<file path="src/rtl/pss_pkg.sv">
package pss_pkg;
  typedef enum logic [5:0] {
    ST_RUN   = 6'b000001,
    ST_WAIT  = 6'b000010,
    ST_RETRY = 6'b000100,
    ST_SLEEP = 6'b001000,
    ST_DEEP  = 6'b010000,
    ST_WAKE  = 6'b100000
  } pss_state_e;

  localparam int STATE_W = 6;

  typedef enum logic [1:0] {
    MODE_NONE  = 2'b00,
    MODE_DOZE  = 2'b01,
    MODE_NAP   = 2'b10,
    MODE_SLEEP = 2'b11
  } pss_mode_e;

  localparam int IF_ETH  = 0;
  localparam int IF_PCI  = 1;
  localparam int IF_PCIE = 2;
  localparam int IF_USB  = 3;
  localparam int IF_SATA = 4;
endpackage

</file>
<file path="src/rtl/pss_idle_gate.sv">
module pss_idle_gate #(
  parameter int NUM_IF = 5
) (
  input  logic [NUM_IF-1:0] if_enable,
  input  logic [NUM_IF-1:0] if_wake_src,
  input  logic [NUM_IF-1:0] if_idle,
  output logic              all_quiet
);
  logic [NUM_IF-1:0] lane_ok;

  // A lane is satisfied when it is idle, excused as a wake source, or not taking part
  for (genvar i = 0; i < NUM_IF; i++) begin : g_lane
    assign lane_ok[i] = if_idle[i] | if_wake_src[i] | ~if_enable[i];
  end

  assign all_quiet = &lane_ok;
endmodule

</file>
<file path="src/rtl/pss_timer.sv">
module pss_timer #(
  parameter int CNT_W = 16
) (
  input  logic             clk,
  input  logic             rst_n,
  input  logic             clr,
  output logic [CNT_W-1:0] cnt
);
  localparam logic [CNT_W-1:0] CNT_MAX = {CNT_W{1'b1}};

  // Free-running, saturating; restarted on every state change
  always_ff @(posedge clk or negedge rst_n) begin
    if (!rst_n)              cnt <= '0;
    else if (clr)            cnt <= '0;
    else if (cnt != CNT_MAX) cnt <= cnt + 1'b1;
  end
endmodule

</file>
<file path="src/rtl/pss_fsm.sv">
module pss_fsm
  import pss_pkg::*;
#(
  parameter int CNT_W         = 16,
  parameter int SETTLE_CYCLES = 4
) (
  input  logic             clk,
  input  logic             rst_n,
  input  logic             sleep_req,
  input  logic             csr_wr,
  input  logic             csr_deep,
  input  logic             csr_err_clr,
  input  logic             all_quiet,
  input  logic             pci_en,
  input  logic             pci_ack,
  input  logic             wake_evt,
  input  logic [CNT_W-1:0] idle_timeout,
  input  logic [CNT_W-1:0] tmr_cnt,
  output pss_state_e       state,
  output logic             tmr_clr,
  output logic             idle_err
);
  localparam logic [CNT_W-1:0] SETTLE_LAST = CNT_W'(SETTLE_CYCLES - 1);

  pss_state_e nxt;
  logic       deep_bit;
  logic       timed_out;

  always_comb begin
    nxt       = state;
    timed_out = 1'b0;
    unique case (state)
      ST_RUN:   if (sleep_req) nxt = ST_WAIT;
      ST_WAIT: begin
        if (all_quiet) begin
          nxt = ST_RETRY;
        end else if (tmr_cnt >= idle_timeout) begin
          nxt       = ST_RUN;
          timed_out = 1'b1;
        end
      end
      ST_RETRY: if (pci_ack || !pci_en) nxt = ST_SLEEP;
      ST_SLEEP: begin
        if (wake_evt)      nxt = ST_WAKE;
        else if (deep_bit) nxt = ST_DEEP;
      end
      ST_DEEP:  if (wake_evt) nxt = ST_WAKE;
      ST_WAKE:  if (tmr_cnt == SETTLE_LAST) nxt = ST_RUN;
      default:  nxt = ST_RUN;
    endcase
  end

  assign tmr_clr = (nxt != state);

  always_ff @(posedge clk or negedge rst_n) begin
    if (!rst_n) state <= ST_RUN;
    else        state <= nxt;
  end

  always_ff @(posedge clk or negedge rst_n) begin
    if (!rst_n)      deep_bit <= 1'b0;
    else if (csr_wr) deep_bit <= csr_deep;
  end

  // Setting takes priority over a clear in the same cycle
  always_ff @(posedge clk or negedge rst_n) begin
    if (!rst_n)                      idle_err <= 1'b0;
    else if (timed_out)              idle_err <= 1'b1;
    else if (csr_wr && csr_err_clr)  idle_err <= 1'b0;
  end
endmodule

</file>
<file path="src/rtl/pss_clk_ctrl.sv">
module pss_clk_ctrl
  import pss_pkg::*;
#(
  parameter int NUM_IF = 5
) (
  input  pss_state_e        state,
  input  logic [NUM_IF-1:0] if_wake_src,
  output logic              core_clk_en,
  output logic [NUM_IF-1:0] if_clk_en,
  output logic              pci_retry_req,
  output logic              deep_sleep_o
);
  logic gated;

  assign gated         = (state == ST_SLEEP) || (state == ST_DEEP);
  assign core_clk_en   = ~gated;
  assign pci_retry_req = (state == ST_RETRY) || gated;
  assign deep_sleep_o  = (state == ST_DEEP);

  for (genvar i = 0; i < NUM_IF; i++) begin : g_ifclk
    assign if_clk_en[i] = ~gated | if_wake_src[i];
  end
endmodule

</file>
<file path="src/rtl/pwr_sleep_seq.sv">
module pwr_sleep_seq
  import pss_pkg::*;
#(
  parameter int NUM_IF        = 5,
  parameter int TIMEOUT_W     = 16,
  parameter int SETTLE_CYCLES = 4,
  parameter int PCI_IDX       = IF_PCI
) (
  input  logic                 clk,
  input  logic                 rst_n,
  input  logic                 core_wait_en,
  input  logic [1:0]           mode_sel,
  input  logic                 csr_wr,
  input  logic                 csr_sleep_req,
  input  logic                 csr_deep,
  input  logic                 csr_err_clr,
  input  logic [TIMEOUT_W-1:0] idle_timeout,
  input  logic [NUM_IF-1:0]    if_enable,
  input  logic [NUM_IF-1:0]    if_wake_src,
  input  logic [NUM_IF-1:0]    if_idle,
  input  logic                 pci_retry_ack,
  input  logic                 wake_evt,
  output logic [5:0]           state_o,
  output logic                 doze_o,
  output logic                 nap_o,
  output logic                 sleep_o,
  output logic                 core_clk_en,
  output logic [NUM_IF-1:0]    if_clk_en,
  output logic                 pci_retry_req,
  output logic                 deep_sleep_o,
  output logic                 idle_err
);
  localparam int CNT_W = TIMEOUT_W;

  pss_state_e       state;
  logic             all_quiet;
  logic             tmr_clr;
  logic [CNT_W-1:0] tmr_cnt;
  logic             sleep_req;

  // Wait-enable only shows up on the decoded mode outputs
  always_comb begin
    doze_o  = core_wait_en && (mode_sel == MODE_DOZE);
    nap_o   = core_wait_en && (mode_sel == MODE_NAP);
    sleep_o = core_wait_en && (mode_sel == MODE_SLEEP);
  end

  assign sleep_req = sleep_o | (csr_wr & csr_sleep_req);
  assign state_o   = state;

  pss_idle_gate #(.NUM_IF(NUM_IF)) u_gate (
    .if_enable   (if_enable),
    .if_wake_src (if_wake_src),
    .if_idle     (if_idle),
    .all_quiet   (all_quiet)
  );

  pss_timer #(.CNT_W(CNT_W)) u_tmr (
    .clk   (clk),
    .rst_n (rst_n),
    .clr   (tmr_clr),
    .cnt   (tmr_cnt)
  );

  pss_fsm #(.CNT_W(CNT_W), .SETTLE_CYCLES(SETTLE_CYCLES)) u_fsm (
    .clk          (clk),
    .rst_n        (rst_n),
    .sleep_req    (sleep_req),
    .csr_wr       (csr_wr),
    .csr_deep     (csr_deep),
    .csr_err_clr  (csr_err_clr),
    .all_quiet    (all_quiet),
    .pci_en       (if_enable[PCI_IDX]),
    .pci_ack      (pci_retry_ack),
    .wake_evt     (wake_evt),
    .idle_timeout (idle_timeout),
    .tmr_cnt      (tmr_cnt),
    .state        (state),
    .tmr_clr      (tmr_clr),
    .idle_err     (idle_err)
  );

  pss_clk_ctrl #(.NUM_IF(NUM_IF)) u_clk (
    .state         (state),
    .if_wake_src   (if_wake_src),
    .core_clk_en   (core_clk_en),
    .if_clk_en     (if_clk_en),
    .pci_retry_req (pci_retry_req),
    .deep_sleep_o  (deep_sleep_o)
  );
endmodule

</file>
<file path="config.mk">
export PLATFORM = sky130hd
export DESIGN_NAME = pwr_sleep_seq
export DESIGN_NICKNAME = d
export VERILOG_FILES = /design/src/rtl/pss_pkg.sv /design/src/rtl/pss_idle_gate.sv /design/src/rtl/pss_timer.sv /design/src/rtl/pss_fsm.sv /design/src/rtl/pss_clk_ctrl.sv /design/src/rtl/pwr_sleep_seq.sv
export SDC_FILE = /design/constraint.sdc
export NUM_CORES = 1
export LEC_CHECK = 0
export BUFFER_PORTS_ARGS = -buffer_cell sky130_fd_sc_hd__buf_4
export CORE_MARGIN = 3
export CORE_UTILIZATION = 55
export DETAILED_ROUTE_END_ITERATION = 16
export PLACE_DENSITY = 0.89
export SLEW_MARGIN = 20
export SYNTH_ARGS = -nofsm -noshare
export SYNTH_HDL_FRONTEND = slang
export SYNTH_SLANG_ARGS = --single-unit
</file>
<file path="constraint.sdc">
create_clock -name clk -period 7.43 [get_ports clk]
set_input_delay 1.486 -clock clk [delete_from_list [all_inputs] [get_ports clk]]
set_output_delay 1.486 -clock clk [all_outputs]
set_load 0.02 [all_outputs]
</file>
==> results.md <==
- CTS tree: yes
- Seq/Total Area, Yosys: 30.73%
- Drt first pass iters: 4
- Pwr/cell area: 187.7 nW/µm²
- #FFs+latches synth: 24
- Layout net count: 346
- Crit-path max FO: 16
- Core area: 3390 µm²
- Clk pin slew, worst setup/hold paths: 0.13 ns
- Fin crit period: 3.774 ns
- FF-to-FF End: u_tmr.cnt[2]
- Mapped Cells: 226
- H-tree depth: 1
- Clk_skew: 0.006934 ns
- Starting Density: 57.77%
- Power Total: 464.6 µW
- Largest net degree at the start of global routing: 25
- Final std cells w/o fill: 332
- DR vias/cell: 5.617
- Peak VDD IR: 139.6 µV
- Vias in the first global route: 1717
- Status: finished clean
- Final Util: 73.02%
- Starting DRT DRC Count: 111
- Post-synth ARST share: 100.0%
- Num ports: 60
- Placed cell areas: 2439 µm²
- Worst hold slack: 0.5304 ns
- Final setup viols: 0
- Post-CTS Setup Bufs: 0
- Vias post-DR: 1865
- Fmax: 0.2650 GHz
- Worst-Margin Slew: 0.8922 ns
- Ys flop type: dfrtp_1
- PortBufs: 59
- First-pass GRT wire length: 7.383 mm
- Antenna Cells: 0
- Global placement routability congestion: 1.003
- Leakage power: 1.245 nW
- CTS max path bufs: 2
- Place WS: 3.336 ns
- Residual DRC: 0
- CP arrival: 3.95 ns
- Mapped Nets: 285
- Post-Synthesis Cell Area: 1958 µm²
- Max-slew violations: 0
- Die ar.: 4312 µm²
- Die X: 65.67 µm
- Worst rel slew slack: 40.38%
- R2R depth: 8
- Distinct cells, synth: 53
- Clk_lat worst skew: 0.31 ns
- CTS buffer count: 3
- FF-to-FF Start: u_tmr.cnt[13]
- Grt ovf: 0
- Number of flops mapped to enable cells by yosys: 0
- Placed insts: 328
- Hold path start: u_fsm.idle_err
- Clock root buffer: clkbuf_4
- Syn avg cell area: 8.664 µm²
- Critical Path RT: 7.60 ns
- GRT Total Usage: 21.49%
- CTS Sinks: 24
- Die Y: 65.67 µm
- Hold Buf Count CTS: 0
- Setup ws final: 3.656 ns
- Startpoint Class: input pin
- Final Hold Viols: 0
- Area delta synth->final: 26.39%
- Setup TNS: 0 ns
- Row cnt: 21
- Period utilization: 50.79%
- R2R setup slack: 4.44 ns
- Worst Setup Path Type: in2reg
- Hold worst-path end: u_fsm.idle_err
- Detailed Route WL: 4.468 mm
- Hold WC Path Type: reg2reg
- Yosys warnings: 0
- Final Cell Area: 2475 µm²
- Layout cells sized above 1: 30.42%
- Initial antenna violation count: 0
- Max Cap Viol: 0
- Hold path cells: 1
- HPWL Detailed: 3.603 mm
- RSZ-0062 raised after global routing: no
- Wirelength per Cell: 13.46 µm
- Post-CTS Resized: 0
- Number of routed nets with antenna violations: 0
- Worst Setup End Kind: register
## per-layer routing
layer / vias up / wire, µm / global-route usage (%)
met4: 0 / 31 / 3.627
met1: 847 / 1972 / 29.97
met5: - / 0 / 0
met3: 4 / 343 / 4.444
li1: 933 / - / -
met2: 81 / 2120 / 34.67
## state kept, by name, summed over array words and instances (netlist names)
| register | cells |
|---|---|
| u_tmr.cnt | 16 |
| u_fsm.deep_bit | 1 |
| u_fsm.idle_err | 1 |
| u_fsm.state | 6 |
## cell usage after synthesis, types with 4 or more instances
master	instances	area [µm²]
a21oi_1	5	25.02
nor4_1	4	25.02
xnor2_1	4	35.03
dfrtp_1	23	575.6
nor2_1	21	78.83
nand4_1	4	25.02
nand3_1	8	40.04
and4_1	6	52.55
nor3_1	7	35.03
and3_1	6	37.54
or2_2	5	31.28
nand2_1	18	67.56
ha_1	17	212.7
xor2_1	8	70.07
nor2b_1	5	31.28
inv_1	21	78.83
o21ai_0	5	25.02
nor2_2	11	68.82
## cells in the final DEF (no fill, tap or decap), types with 2 or more instances in the layout
cell type	instances
buf_4	59
dfrtp_1	23
inv_1	21
nor2_1	21
nand2_1	18
ha_1	17
nor2_2	11
nand3_1	8
xor2_1	8
nor3_1	7
and3_1	6
and4_1	6
nor2b_1	5
a21oi_1	5
o21ai_0	5
or2_2	5
nand4_1	4
nor4_1	4
xnor2_1	4
a22o_1	3
a21o_1	3
nand2b_1	3
a31oi_1	3
clkbuf_4	3
nor3b_2	2
o22ai_1	2
o31ai_1	2
nor4b_1	2
mux2i_1	2
## cells by family after synthesis
family | Yosys count | share of synthesized area [%]
flops | 24 | 30.73
simple gates | 109 | 31.12
xor+xnor | 12 | 5.367
mux | 3 | 1.597
buf+inv | 24 | 5.048
compound gates | 37 | 15.27
fa+ha+maj | 17 | 10.86
## report_power, final
group	total, mW	leakage [nW]	internal [mW]	switching [mW]
combinational	0.222	0.898	0.0920	0.130
sequential	0.175	0.326	0.147	0.0278
clock	0.0672	0.0210	0.0299	0.0372
total	0.465	1.25	0.269	0.195
## worst max-delay path by stage
stage	startpoint	endpoint	slack, ns	depth (start not counted)
floorplan	idle_timeout[13]	u_tmr.cnt[13]	3.97	10
global placement	idle_timeout[0]	u_tmr.cnt[6]	3.43	9
detailed placement	idle_timeout[0]	u_tmr.cnt[6]	3.34	9
CTS	idle_timeout[0]	u_tmr.cnt[6]	3.65	9
global route	idle_timeout[0]	u_tmr.cnt[6]	3.54	9
finish	idle_timeout[13]	u_tmr.cnt[2]	3.66	10
## layout make-up
type | instances | area (µm²)
clock buffers | 4 | 36.28
fillers | 268 | 914.6
inverters | 21 | 78.83
multi-input cells | 178 | 1257
flip-flops and latches | 24 | 601.8
well taps | 46 | 57.56
repair buffers | 59 | 442.9
## critical path: stages
cell and delay [ns]:
buf_4 0.07, inv_1 0.04, ha_1 0.31, nand4_1 0.14, a211o_1 0.25, o32a_1 0.33, o211ai_1 0.22, nor2_1 0.15
o311ai_4 0.80, nor3_1 0.14
Power figures use the tool's default switching activity.
